$ cat config.mk
export PLATFORM = sky130hd
export DESIGN_NAME = rst_pulse_ctrl
export DESIGN_NICKNAME = d
export VERILOG_FILES = /design/src/rtl/rst_pulse_pkg.sv /design/src/rtl/rst_pulse_timer.sv /design/src/rtl/rst_pulse_regport.sv /design/src/rtl/rst_pulse_ctrl.sv
export SDC_FILE = /design/constraint.sdc
export NUM_CORES = 1
export LEC_CHECK = 0
export ABC_AREA = 1
export BUFFER_PORTS_ARGS = -buffer_cell sky130_fd_sc_hd__buf_2
export CORE_MARGIN = 3
export CORE_UTILIZATION = 53
export CTS_CLUSTER_DIAMETER = 50
export DETAILED_ROUTE_END_ITERATION = 6
export PLACE_DENSITY = 0.8
export SLEW_MARGIN = 5
export SYNTH_ARGS = -nofsm -noshare
export SYNTH_HDL_FRONTEND = slang
export SYNTH_SLANG_ARGS = --single-unit
export TNS_END_PERCENT = 1
$ cat constraint.sdc
create_clock -name clk_i -period 4.6 [get_ports clk_i]
set_input_delay 0.46 -clock clk_i [delete_from_list [all_inputs] [get_ports clk_i]]
set_output_delay 0.46 -clock clk_i [all_outputs]
set_load 0.05 [all_outputs]
$ cat src/rtl/rst_pulse_pkg.sv
package rst_pulse_pkg;
  localparam int unsigned NUM_CH = 6;
  localparam int unsigned BUS_W  = 8;
  // register bit that carries each channel; fixed by software decode
  localparam int unsigned CH_BIT [NUM_CH] = '{0, 1, 2, 4, 6, 7};
  localparam logic [BUS_W-1:0] CTRL_ADDR = 8'h10;
endpackage

$ cat src/rtl/rst_pulse_timer.sv
module rst_pulse_timer #(
  parameter int unsigned PULSE_CYCLES = 1000
) (
  input  logic clk_i,
  input  logic rst_ni,
  input  logic start_i,
  output logic busy_o
);
  localparam int unsigned CNT_W = $clog2(PULSE_CYCLES + 1);
  localparam logic [CNT_W-1:0] LOAD = CNT_W'(PULSE_CYCLES - 1);

  logic [CNT_W-1:0] cnt_q;
  logic             busy_q;

  always_ff @(posedge clk_i or negedge rst_ni) begin
    if (!rst_ni) begin
      busy_q <= 1'b0;
      cnt_q  <= '0;
    end else if (start_i) begin
      busy_q <= 1'b1;
      cnt_q  <= LOAD;
    end else if (busy_q) begin
      if (cnt_q == '0) busy_q <= 1'b0;
      else             cnt_q  <= cnt_q - 1'b1;
    end
  end

  assign busy_o = busy_q;

  // cycle-age checker, independent of the down counter
  logic [CNT_W:0] age_q;
  always_ff @(posedge clk_i or negedge rst_ni) begin
    if (!rst_ni)      age_q <= '0;
    else if (start_i) age_q <= '0;
    else if (busy_q)  age_q <= age_q + 1'b1;
  end

  AST_PULSE_START: assert property (@(posedge clk_i) disable iff (!rst_ni)
    start_i |=> busy_q);
  AST_RESTART: assert property (@(posedge clk_i) disable iff (!rst_ni)
    (busy_q && start_i) |=> (busy_q && age_q == '0));
  AST_PULSE_BOUND: assert property (@(posedge clk_i) disable iff (!rst_ni)
    busy_q |-> (age_q < (CNT_W+1)'(PULSE_CYCLES)));
  AST_PULSE_LEN: assert property (@(posedge clk_i) disable iff (!rst_ni)
    $fell(busy_q) |-> (age_q == (CNT_W+1)'(PULSE_CYCLES)));
endmodule

$ cat src/rtl/rst_pulse_regport.sv
module rst_pulse_regport
  import rst_pulse_pkg::*;
(
  input  logic              clk_i,
  input  logic              rst_ni,
  input  logic              wr_en_i,
  input  logic              rd_en_i,
  input  logic [BUS_W-1:0]  addr_i,
  input  logic [BUS_W-1:0]  wdata_i,
  input  logic [NUM_CH-1:0] busy_i,
  output logic [NUM_CH-1:0] start_o,
  output logic [BUS_W-1:0]  rdata_o
);
  logic             hit;
  logic [BUS_W-1:0] ctrl_val;
  logic [BUS_W-1:0] rdata_q;

  assign hit = (addr_i == CTRL_ADDR);

  always_comb begin
    ctrl_val = '1;
    for (int c = 0; c < NUM_CH; c++) begin
      start_o[c]            = wr_en_i && hit && !wdata_i[CH_BIT[c]];
      ctrl_val[CH_BIT[c]]   = !busy_i[c];
    end
  end

  always_ff @(posedge clk_i or negedge rst_ni) begin
    if (!rst_ni)      rdata_q <= '0;
    else if (rd_en_i) rdata_q <= hit ? ctrl_val : '0;
  end

  assign rdata_o = rdata_q;

  AST_MISS_READ_ZERO: assert property (@(posedge clk_i) disable iff (!rst_ni)
    (rd_en_i && !hit) |=> (rdata_o == '0));
  AST_MISS_NO_START: assert property (@(posedge clk_i) disable iff (!rst_ni)
    !hit |-> (start_o == '0));
  AST_RSVD_ONES: assert property (@(posedge clk_i) disable iff (!rst_ni)
    (rd_en_i && hit) |=> (rdata_o[3] && rdata_o[5]));
  AST_RDATA_HOLD: assert property (@(posedge clk_i) disable iff (!rst_ni)
    !rd_en_i |=> $stable(rdata_o));
endmodule

$ cat src/rtl/rst_pulse_ctrl.sv
module rst_pulse_ctrl
  import rst_pulse_pkg::*;
#(
  parameter int unsigned PULSE_CYCLES = 1000
) (
  input  logic        clk_i,
  input  logic        rst_ni,
  input  logic        wr_en_i,
  input  logic        rd_en_i,
  input  logic [7:0]  addr_i,
  input  logic [7:0]  wdata_i,
  output logic [7:0]  rdata_o,
  output logic [5:0]  periph_rst_no
);
  logic [NUM_CH-1:0] start;
  logic [NUM_CH-1:0] busy;

  rst_pulse_regport u_regport (
    .clk_i   (clk_i),
    .rst_ni  (rst_ni),
    .wr_en_i (wr_en_i),
    .rd_en_i (rd_en_i),
    .addr_i  (addr_i),
    .wdata_i (wdata_i),
    .busy_i  (busy),
    .start_o (start),
    .rdata_o (rdata_o)
  );

  for (genvar c = 0; c < NUM_CH; c++) begin : g_ch
    rst_pulse_timer #(.PULSE_CYCLES(PULSE_CYCLES)) u_timer (
      .clk_i   (clk_i),
      .rst_ni  (rst_ni),
      .start_i (start[c]),
      .busy_o  (busy[c])
    );
  end

  assign periph_rst_no = ~busy;

  AST_IDLE_NO_FALL: assert property (@(posedge clk_i) disable iff (!rst_ni)
    !wr_en_i |=> !$fell(periph_rst_no[0]));
  AST_OUT_MATCH_READ: assert property (@(posedge clk_i) disable iff (!rst_ni)
    (rd_en_i && addr_i == CTRL_ADDR) |=>
      (rdata_o[0] == $past(periph_rst_no[0]) && rdata_o[7] == $past(periph_rst_no[5])));
endmodule

After elaboration in Yosys (flattened, before gate mapping)
Cells that the tools add are included.
- flip-flop bits (word level): 74
- input port bits: 20
- word-level logic and storage cells: 101
- add/sub/neg operators: 6
- equal/unequal tests: 7
- multiplexer cells: 37
- bitwise logic cells: 1
- reduce and logical (&&, ||, !) cells: 37
- operators by type and width (cell ; count):
    two-way mux 10 bit ; 18
    zero test 10 bit ; 6
    subtractor 10 x 1 -> 10 bit, second input constant ; 6
    two-way mux 1 bit ; 18
    zero test 1 bit ; 12
    inequality test 2 x 1 -> 1 bit, second input constant ; 6
    AND reduction 2 bit ; 6
    nonzero test 2 bit ; 6
    equality test 8 x 5 -> 1 bit, second input constant ; 1
    two-way mux 8 bit ; 1
    logical AND 1 bit ; 7
    inverter 6 bit ; 1

Longest topological paths before layout
Gate-level depths: netlist of the first run.
- depth in word-level cells: 5
- gate-level depth with buffers: 10
- depth with buffers taken out: 10

Cells and area by module
From an unflattened synthesis of the first run, not the netlist that was laid out.
- cells, all modules: 628
- area total of the unflattened synthesis: 4553.1 um2
- by module, submodules not included (module ; instances ; cells each ; area each (um2)):
    rst_pulse_timer ; 6 ; 95 ; 693.2
    rst_pulse_regport ; 1 ; 52 ; 371.6
    rst_pulse_ctrl ; 1 ; 6 ; 22.5

Worst setup path before layout of the first run
No wires, ideal clock.
- path kind: reg2reg
- from: reg g_ch[4].u_timer.cnt_q[0]
- to: reg g_ch[4].u_timer.cnt_q[3]
- library setup time: 0.117 ns
- data arrival time: 1.323 ns
- data required time: 4.483 ns
- setup slack: 3.160 ns
- cell stages (with the launch flop): 11
- clock period less this slack: 1.440 ns
- path through: dfrtp_1 > inv_1 > ha_1 > nand2_1 > nor2_1 > nand3_1 > nand2_1 > nand2_1 > buf_4 > nand3_1 > nand2_1
- longest elaborated chain between the ends: 4
- elaborated cells between the ends (all ways): 7
- classes of those cells: 1 x add/sub; 1 x eq/ne; 3 x mux; 2 x reduce/logical
- RTL lines (element ; line ; text):
    from (decl) ; rst_pulse_timer.sv:12 ; logic [CNT_W-1:0] cnt_q;
    from (signal assigned) ; rst_pulse_timer.sv:24 ; else cnt_q <= cnt_q - 1'b1;
    subtractor 10 x 1 -> 10 bit ; rst_pulse_timer.sv:24 ;
    two-way mux 10 bit ; rst_pulse_timer.sv:23 ; if (cnt_q == '0) busy_q <= 1'b0;
    two-way mux 10 bit ; rst_pulse_timer.sv:22 ; end else if (busy_q) begin
    two-way mux 10 bit ; rst_pulse_timer.sv:19 ; end else if (start_i) begin
Parallel ways exist; a longest one is shown, timed or not. The select of a mux whose other input is x is not followed.
A chain may end at the register's enable or synchronous reset.

Final worst setup path of the first run
- from: in addr_i[1]
- to: reg g_ch[4].u_timer.cnt_q[4]
- longest elaborated chain between the ends: 5
- elaborated cells between the ends (all ways): 7
- classes of those cells: 2 x eq/ne; 1 x mux; 4 x reduce/logical
- RTL lines (element ; line ; text):
    from (decl) ; rst_pulse_ctrl.sv:10 ; input logic [7:0] addr_i,
    equality test 8 x 5 -> 1 bit * ; rst_pulse_regport.sv:18 ; assign hit = (addr_i == CTRL_ADDR);
    logical AND 1 bit * (2 in a row) ; rst_pulse_regport.sv:23 ; start_o[c] = wr_en_i && hit && !wdata_i[CH_BIT[c]];
    inequality test 2 x 1 -> 1 bit (no source line) or nonzero test 2 bit (tied branches) ; n/a ;
    AND reduction 2 bit (no source line) ; n/a ;
Every way passes the cells marked *; elsewhere a longest branch is shown, timed or not.

==> results of run 1 <==
[worst register-to-register path: stages, from the launching register on]
cell and delay, ns:
dfrtp_1 0.40, inv_1 0.15, ha_1 0.20, nand2_1 0.08, nor2_1 0.11, nand3_1 0.16, nand2_1 0.09, nand2_1 0.24
inv_1 0.28, nand2_1 0.09, nand2_1 0.08
[state kept, by name, indices dropped and copies added, names as in the netlist]
| name | cells |
|---|---|
| g_ch.u_timer.cnt_q | 60 |
| u_regport.rdata_o | 7 |
| g_ch.u_timer.busy_o | 6 |
[final timing paths]
path / end / slack [ns] / depth (start not counted)
setup reg to reg: g_ch[4].u_timer.cnt_q[4] / 2.65 / 10
max in group asynchronous: g_ch[5].u_timer.cnt_q[3] / 3.44 / 2
setup / recovery: g_ch[4].u_timer.cnt_q[4] / 2.62 / 9
min in group clk_i: u_regport.rdata_o[6] / 0.46 / 2
hold reg to reg: g_ch[0].u_timer.cnt_q[2] / 0.50 / 2
hold / removal: g_ch[2].u_timer.cnt_q[8] / 0.15 / 1
[cells in the final DEF, fill, tap and decap left out, types with 8 or more instances in the layout]
master and count:
xor2_1 8, buf_2 31, nor2_1 56, o21ai_0 14, clkbuf_8 9, o21ai_1 16
nand2_1 165, nand4_1 17, nand3_1 83, inv_1 83, dfrtp_1 73
[power groups by stage]
| stage | clock [mW] | combinational [mW] | sequential (mW) |
|---|---|---|---|
| global route | 0.522 | 0.973 | 1.03 |
| detailed placement | 0 | 0.835 | 1.01 |
| CTS | 0.490 | 0.837 | 1.01 |
| finish | 0.479 | 0.838 | 1.01 |
| global placement | 0 | 0.779 | 1.01 |
| floorplan | 0 | 0.680 | 0.974 |
[cell type report]
type / count / area [sq um]
sequential: 73 / 1830
inverter: 89 / 334
tap: 99 / 124
fill: 656 / 2860
multi-input combinational: 403 / 1930
clock inverter: 4 / 45.0
clock buffer: 11 / 131
timing repair buffer: 32 / 163
[cell families after synthesis]
family                   after synthesis  synth area share [%]
adder cells (fa/ha/maj)                6                  1.81
AO/OA/AOI/OAI                         39                  4.95
AND/OR/NAND/NOR                      346                  37.2
buffers and inverters                100                  9.42
flip-flops                            73                  44.1
XOR/XNOR                              12                  2.54
[layer usage]
layer,up-vias,part of all wire [%]
li1,1898,-
met1,1774,44
met2,102,50
met3,11,4.9
met4,0,0.95
met5,-,0
==> summary.txt, run 1 <==
Cells and area
  • Fin area: 0.00455 sq mm
  • Area Overhead vs Synth: 9.81%
  • Antenna Cells: 0
  • Final std cells w/o fill: 711
  • Fin util: 61.4%
  • Nets: 634
  • Layout cells sized above 1: 11.6%

Floorplan
  • Die Area: 0.00892 sq mm
  • Core Box Area: 0.00741 sq mm
  • Initial Utilization: 56.0%
  • Die W: 94.4 um
  • Die H: 94.4 um
  • Cell Rows: 31
  • Boundary pin count: 34

GRT
  • Largest net degree at the start of global routing: 45
  • Vias in the first global route: 3544
  • GRT Util Overall: 21.5%
  • Met3 usage: 4.70%
  • Met1 GRT Util: 28.0%
  • GRT Max-Usage Layer: met2
  • Total congestion overflow: 0
  • Met2 Use GR: 36.1%
  • First-pass GRT wire length: 15.3 mm
  • Initial antenna violation count: 0

Placed design
  • HPWL after DPL: 6.41 mm
  • DP Area: 0.00438 sq mm
  • Setup WS pre-CTS: 2.24 ns
  • DP Cell Count: 696
  • Port buffer count: 31
  • Placer Congestion: 0.865

Synthesis
  • Most common library cells after synthesis: nand2_1 (165), inv_1 (83), nand3_1 (83)
  • Post-synth ARST share: 100%
  • Synth Flop Type: dfrtp_1
  • Avg Cell Area, Syn: 7.20 sq um
  • Synth top area cells: dfrtp_1 (44%), nand2_1 (15%), nand3_1 (10%)
  • Net count after synthesis: 602
  • Synthesized flop and latch total: 73
  • Largest area contributor in the netlist: dfrtp_1
  • Post-synth top area share: 44.1%
  • Unique masters post-synth: 27
  • Ys Warns: 0
  • Part of the Yosys area used for sequential elements: 44.1%
  • Synth Cell Area: 0.00415 sq mm
  • Syn Inst Count: 576
  • Top-count cell post-synth: nand2_1
  • Post-synth EDFFs: 0

Power and ir drop
  • Sequential power share: 43.4%
  • Switching power: 910 uW
  • Total power: 2.33 mW
  • Clock power share: 20.6%
  • Pwr Density: 511 mW/mm^2
  • Switching share of power: 39.1%
  • Pint: 1.42 mW
  • Worst VDD drop: 227 uV
  • Comb pwr share: 36.0%
  • P_leak: 2.46 nW

Setup path
  • Startpoint types: primary input
  • Crit path kind: primary input to flip-flop
  • Top Family by Delay on Critical Path: simple AND/OR/NAND/NOR gates
  • CP Cell Sequence: buf_2 -> nor2_1 -> nand2_1 -> nor2_4 -> nand3_1 -> nand2_1 -> inv_1 -> nand2_1 -> nand2_1
  • Crit-path max FO: 12
  • Slowest CP cell: nand2_1
  • Worst path buffer plus inverter count: 2
  • Start of the worst register-to-register path: g_ch[4].u_timer.cnt_q[0]
  • CP most frequent cell: nand2_1
  • CP arrival: 2.21 ns
  • CP Launch Point: addr_i[1]
  • Critical Path RT: 4.83 ns
  • Critical Path Max Stage Delay: 0.46 ns
  • Nature of the critical path endpoint: flip-flop

Clock tree
  • CTS root buf: clkbuf_8
  • Total number of H-tree levels: 3
  • Setup Buffers After CTS: 0
  • CTS buffer count: 9
  • Clock Tree Buf Depth: 2
  • CTS tree: done
  • Clock transition at path regs: 0.08 ns
  • CTS Hold Bufs: 0
  • Sink Count: 73
  • Later-pin clock latency in the skew report: 0.35 ns
  • CTS resizes: 0

Timing
  • Least-Margin Pin Slew: 0.708 ns
  • Slew HR: 52.8%
  • Final count of negative-setup-slack endpoints: 0
  • Tcrit/Tclk final: 43.2%
  • Fmax: 504 MHz
  • Worst setup margin: 2.62 ns
  • Final hold vios: 0
  • RSZ-0062 raised after global routing: no
  • Final min period: 1.98 ns
  • Hold_ws: 0.148 ns
  • Post-route clock skew: 0.0112 ns
  • Setup TNS: 0 ns
  • Final slew viol count: 0

Drt
  • Vias: 3785
  • First-pass DRT Iterations: 5
  • Post-route ant nets: 0
  • DR WL/cell: 12.6 um
  • DR iter-0 viols: 176
  • Via density per instance: 5.32
  • Final WL: 8.97 mm
  • Number of remaining DRC errors: 0

Min path
  • Min-Delay Path Class: primary input to async pin

Run
  • # Max-Cap Violations: 0

Outcome
  • Outcome: finished clean
(Power assumes the default switching activity.)
==> inputs of run 2 (changes only) <==
- PLACE_DENSITY: 0.8 -> 0.83
- clock period: 4.6 -> 1.65 ns (I/O delays scaled with it)
==> summary.txt, run 2 (synthesized netlist as in run 1, its figures left out) <==
Cells and area
  • Max reg flops: 60
  • Antenna Cells: 0
  • FILL cells: 652
  • Most frequent cells in the layout: nand2_1 (164), inv_1 (82), nand3_1 (81)
  • Nets: 647
  • Largest register by flop count: g_ch.u_timer.cnt_q
  • Area Overhead vs Synth: 15.2%
  • Fin util: 64.4%
  • Layout cells sized above 1: 15.5%
  • Commonest non-fill, non-tap cell in the layout: nand2_1

Floorplan
  • Core Box Area: 0.00741 sq mm
  • Initial Utilization: 56.0%
  • Die W: 94.4 um
  • Boundary pin count: 34
  • Die H: 94.4 um
  • Die Area: 0.00892 sq mm
  • Cell Rows: 31

Timing
  • Final count of negative-setup-slack endpoints: 0
  • RSZ-0062 raised after global routing: yes
  • Setup TNS: 0 ns
  • Post-route clock skew: 0.0104 ns
  • Fmax: 642 MHz
  • Final hold vios: 0
  • Least-Margin Pin Slew: 0.390 ns
  • Final slew viol count: 0
  • Final min period: 1.56 ns
  • Slew HR: 74.0%
  • Tcrit/Tclk final: 94.3%

Drt
  • Final WL: 8.92 mm
  • Number of remaining DRC errors: 0
  • DR iter-0 viols: 212
  • Via density per instance: 5.27
  • Post-route ant nets: 0
  • Vias: 3818
  • First-pass DRT Iterations: 4
  • DR WL/cell: 12.3 um

Placed design
  • Placer Congestion: 0.877
  • HPWL after DPL: 6.36 mm
  • Port buffer count: 31

Power and ir drop
  • Worst VDD drop: 535 uV
  • Total power: 6.86 mW
  • Pwr Density: 1440 mW/mm^2
  • P_leak: 2.54 nW

Setup path
  • Critical Path RT: 1.88 ns
  • Crit path kind: flip-flop to flip-flop
  • Crit-path max FO: 8
  • Startpoint types: flip-flop
  • Nature of the critical path endpoint: flip-flop
  • CP arrival: 1.79 ns

Clock tree
  • Clock transition at path regs: 0.08 ns
  • CTS buffer count: 9
  • Clock Tree Buf Depth: 2
  • CTS root buf: clkbuf_8
  • Total number of H-tree levels: 3
  • Sink Count: 73
  • Later-pin clock latency in the skew report: 0.35 ns
  • CTS tree: done

Run
  • # Max-Cap Violations: 0

GRT
  • Initial antenna violation count: 0
  • Largest net degree at the start of global routing: 74
  • Total congestion overflow: 0
  • GRT Util Overall: 21.8%
  • Vias in the first global route: 3724
  • First-pass GRT wire length: 15.4 mm

Min path
  • Min-Delay Path Class: primary input to flip-flop

Outcome
  • Outcome: finished clean
run 2: changes by cell type in the layout (fill, tap and decap cells not counted), sizes merged:
cell / delta
buf: +12
clkinv: -1
bufinv: +1
clkinvlp: +1
dlygate4sd3: +1
run 2: path summary, 6_finish.rpt:
kind / startpoint / end / slack [ns] / cells after the start
min in group asynchronous: rst_ni / g_ch[2].u_timer.cnt_q[9] / 0.36 / 3
setup / recovery: g_ch[4].u_timer.cnt_q[0] / g_ch[4].u_timer.cnt_q[1] / 0.09 / 10
setup reg to reg: g_ch[4].u_timer.cnt_q[0] / g_ch[4].u_timer.cnt_q[1] / 0.09 / 10
hold / removal: rd_en_i / u_regport.rdata_o[0] / 0.17 / 2
hold reg to reg: g_ch[3].u_timer.cnt_q[9] / g_ch[3].u_timer.cnt_q[9] / 0.49 / 2
max in group asynchronous: rst_ni / g_ch[0].u_timer.cnt_q[6] / 0.97 / 3
run 2: layout make-up:
class	instances	area (sq um)	area share, %
Sequential cell	73	1830	38.3
Tap cell	99	124	2.60
Timing Repair Buffer	45	275	5.77
Clock inverter	5	77.6	1.63
Inverter	89	337	7.05
Clock buffer	11	151	3.17
Multi-Input combinational cell	403	1980	41.5
run 2: metrics by stage:
stage / setup WS (ns) / std cells / hold slack (ns) / cell area (sq um)
floorplan: 0.210 / 576 / -0.131 / 4150
CTS: 0.0603 / 725 / 0.152 / 4720
finish: 0.0933 / 725 / 0.167 / 4770
detailed placement: 0.0777 / 708 / 0.236 / 4480
global route: -0.0337 / 725 / 0.155 / 4770
global placement: 0.136 / 708 / 0.223 / 4480
run 2: worst max-delay path, stage by stage, from the launching register on:
cell     delay [ns]
dfrtp_1        0.39
inv_1          0.08
ha_2           0.18
nand2_1        0.08
nor2_1         0.13
nand3_2        0.12
nand2_1        0.09
nand2_2        0.08
buf_4          0.18
nand2_1        0.06
o21ai_1        0.06
run 2: repair_timing:
action,in CTS,in global routing
hold buffers,1,0
gates resized for setup,0,15
endpoints found under the hold margin,73,0
setup endpoints to repair,0,35
setup buffers,0,0
run 2: layer usage:
layer | vias up | part of all wire [%] | GRT usage, %
li1 | 1916 | - | -
met1 | 1821 | 44 | 25.7
met2 | 70 | 50 | 37.8
met3 | 11 | 4.0 | 5.58
met4 | 0 | 1.8 | 8.90
met5 | - | 0 | 0
run 2: where the power goes:
part / total (mW) / switching, mW / internal, mW
logic: 2.43 / 1.43 / 0.992
clock network: 1.61 / 0.679 / 0.929
registers: 2.82 / 0.486 / 2.34
total: 6.86 / 2.60 / 4.26
==> inputs of run 3 (changes only) <==
- ABC_AREA: 1 -> default
==> summary.txt, run 3 <==
Cells and area
  • Fin util: 75.5%
  • Commonest non-fill, non-tap cell in the layout: buf_4
  • Layout cells sized above 1: 36.7%
  • Nets: 523
  • Largest register by flop count: g_ch.u_timer.cnt_q
  • Antenna Cells: 0
  • Final std cells w/o fill: 598
  • Area Overhead vs Synth: 36.0%
  • Max reg flops: 60
  • Fin area: 0.00518 sq mm
  • Most frequent cells in the layout: buf_4 (75), dfrtp_1 (72), nand2_1 (40)

GRT
  • Vias in the first global route: 3412
  • Largest net degree at the start of global routing: 74
  • Total congestion overflow: 0
  • Initial antenna violation count: 0
  • GRT Util Overall: 22.3%
  • First-pass GRT wire length: 15.1 mm

Timing
  • Final slew viol count: 0
  • Tcrit/Tclk final: 111%
  • Post-route clock skew: 0.00834 ns
  • Final min period: 1.84 ns
  • Worst setup margin: -0.187 ns
  • Slew HR: 65.0%
  • Final count of negative-setup-slack endpoints: 29
  • Least-Margin Pin Slew: 0.521 ns
  • Fmax: 544 MHz
  • Final hold vios: 0
  • Setup TNS: -2.16 ns
  • RSZ-0062 raised after global routing: yes

Clock tree
  • Sink Count: 73
  • Total number of H-tree levels: 3
  • Clock Tree Buf Depth: 2
  • CTS buffer count: 9
  • Later-pin clock latency in the skew report: 0.34 ns
  • Clock transition at path regs: 0.08 ns
  • CTS root buf: clkbuf_8
  • CTS tree: done

Drt
  • Number of remaining DRC errors: 0
  • DR WL/cell: 15.7 um
  • Vias: 3445
  • DR iter-0 viols: 227
  • Via density per instance: 5.76
  • First-pass DRT Iterations: 4
  • Post-route ant nets: 0
  • Final WL: 9.37 mm

Synthesis
  • Post-synth ARST share: 100%
  • Synth Flop Type: dfrtp_1
  • Top-count cell post-synth: dfrtp_1
  • Synthesized flop and latch total: 73
  • Most common library cells after synthesis: dfrtp_1 (73), nand2_1 (40), nor2_1 (30)
  • Synth top area cells: dfrtp_1 (48%), nand2_1 (3.9%), xnor2_1 (3.2%)
  • Synth Cell Area: 0.00381 sq mm
  • Net count after synthesis: 414
  • Unique masters post-synth: 58
  • Ys Warns: 0
  • Largest area contributor in the netlist: dfrtp_1
  • Avg Cell Area, Syn: 9.83 sq um
  • Syn Inst Count: 388
  • Post-synth EDFFs: 0
  • Post-synth top area share: 47.9%
  • Part of the Yosys area used for sequential elements: 47.9%

Setup path
  • Critical Path RT: 1.93 ns
  • Crit path kind: flip-flop to flip-flop
  • Crit-path max FO: 4
  • Top Family by Delay on Critical Path: simple AND/OR/NAND/NOR gates
  • Slowest CP cell: or4b_4
  • Worst path buffer plus inverter count: 0
  • CP arrival: 2.12 ns
  • Nature of the critical path endpoint: flip-flop
  • Startpoint types: flip-flop
  • Critical Path Max Stage Delay: 0.54 ns
  • CP Cell Sequence: or4b_4 -> or2_4 -> or4_1 -> nand3_2

Power and ir drop
  • Pwr Density: 1490 mW/mm^2
  • Total power: 7.75 mW
  • Worst VDD drop: 1230 uV
  • P_leak: 2.25 nW

Outcome
  • Outcome: complete, but fails checks
  • Failing checks: negative setup slack

Floorplan
  • Die Area: 0.00825 sq mm
  • Initial Utilization: 55.5%
  • Cell Rows: 30
  • Boundary pin count: 34
  • Die H: 90.8 um
  • Core Box Area: 0.00687 sq mm
  • Die W: 90.8 um

Placed design
  • Placer Congestion: 0.900
  • DP Area: 0.00463 sq mm
  • Port buffer count: 31
  • HPWL after DPL: 6.30 mm
  • DP Cell Count: 581

Run
  • # Max-Cap Violations: 0

Min path
  • Min-Delay Path Class: primary input to flip-flop
==> run 3: cell types whose count changed after synthesis, sizes merged, moves of 11 or more <==
cell | previous run | this run
nand4 | 17 | 1
nand3 | 87 | 14
nor2 | 61 | 30
inv | 89 | 28
or3 | 0 | 12
nand2 | 174 | 40
or4 | 0 | 11
o21ai | 30 | 15
==> run 3: worst paths after layout <==
kind / startpoint / endpoint / slack [ns] / cells after the start
min in group asynchronous: rst_ni / g_ch[0].u_timer.cnt_q[7] / 0.35 / 3
max reg2reg: g_ch[0].u_timer.cnt_q[0] / g_ch[0].u_timer.cnt_q[7] / -0.19 / 4
max: g_ch[0].u_timer.cnt_q[0] / g_ch[0].u_timer.cnt_q[7] / -0.19 / 4
max in group asynchronous: rst_ni / g_ch[2].u_timer.cnt_q[1] / 0.96 / 3
min: wdata_i[4] / g_ch[3].u_timer.cnt_q[0] / 0.06 / 2
min reg2reg: g_ch[3].u_timer.cnt_q[1] / g_ch[3].u_timer.cnt_q[1] / 0.52 / 1
==> run 3: metrics by stage <==
stage / setup WS (ns) / hold slack (ns)
2_1_floorplan: -0.256 / -0.131
6_report: -0.187 / 0.0627
3_3_place_gp: -0.158 / 0.223
3_5_place_dp: -0.245 / 0.220
5_1_grt: -0.230 / 0.0682
4_1_cts: -0.176 / 0.0406
==> run 3: area by class of cell <==
cell class	instances	area (sq um)
flip-flops and latches	73	1830
clock inverters	5	103
well taps	96	120
clock buffers	11	141
multi-input cells	274	2110
inverters	28	105
repair buffers	111	782
fillers	468	1680
==> run 3: timing repair <==
action | in CTS | in global routing
hold endpoints to repair | 73 | 0
hold buffers | 1 | 0
endpoints found under the setup margin | 42 | 46
setup buffers | 0 | 0
gates resized for setup | 28 | 32
pin swaps | 11 | 7
==> run 3: cells by family (layout without fill, tap and decap cells) <==
logic type | after synthesis | count (layout) | share of synthesized area, %
AO/OA/AOI/OAI | 77 | 77 | 15.1
XOR/XNOR | 18 | 18 | 4.14
adder cells (fa/ha/maj) | 6 | 6 | 1.97
buffers and inverters | 41 | 155 | 4.33
flip-flops | 73 | 73 | 47.9
multiplexers | 4 | 4 | 1.08
AND/OR/NAND/NOR | 169 | 169 | 25.4
==> run 3: per-layer routing <==
layer	share of wire (%)	GRT usage, %	vias up
li1	-	-	1642
met1	44	28.1	1691
met2	50	37.4	98
met3	5.2	5.67	14
met4	1.1	7.54	0
met5	0	0	-
==> run 3: report_power, final <==
group          internal (mW)  switching, mW  leakage [nW]  total (mW)
clock                   1.04          0.659         0.120        1.70
combinational           1.72           1.60          1.30        3.32
sequential              2.30          0.420         0.829        2.72
total                   5.07           2.68          2.25        7.75
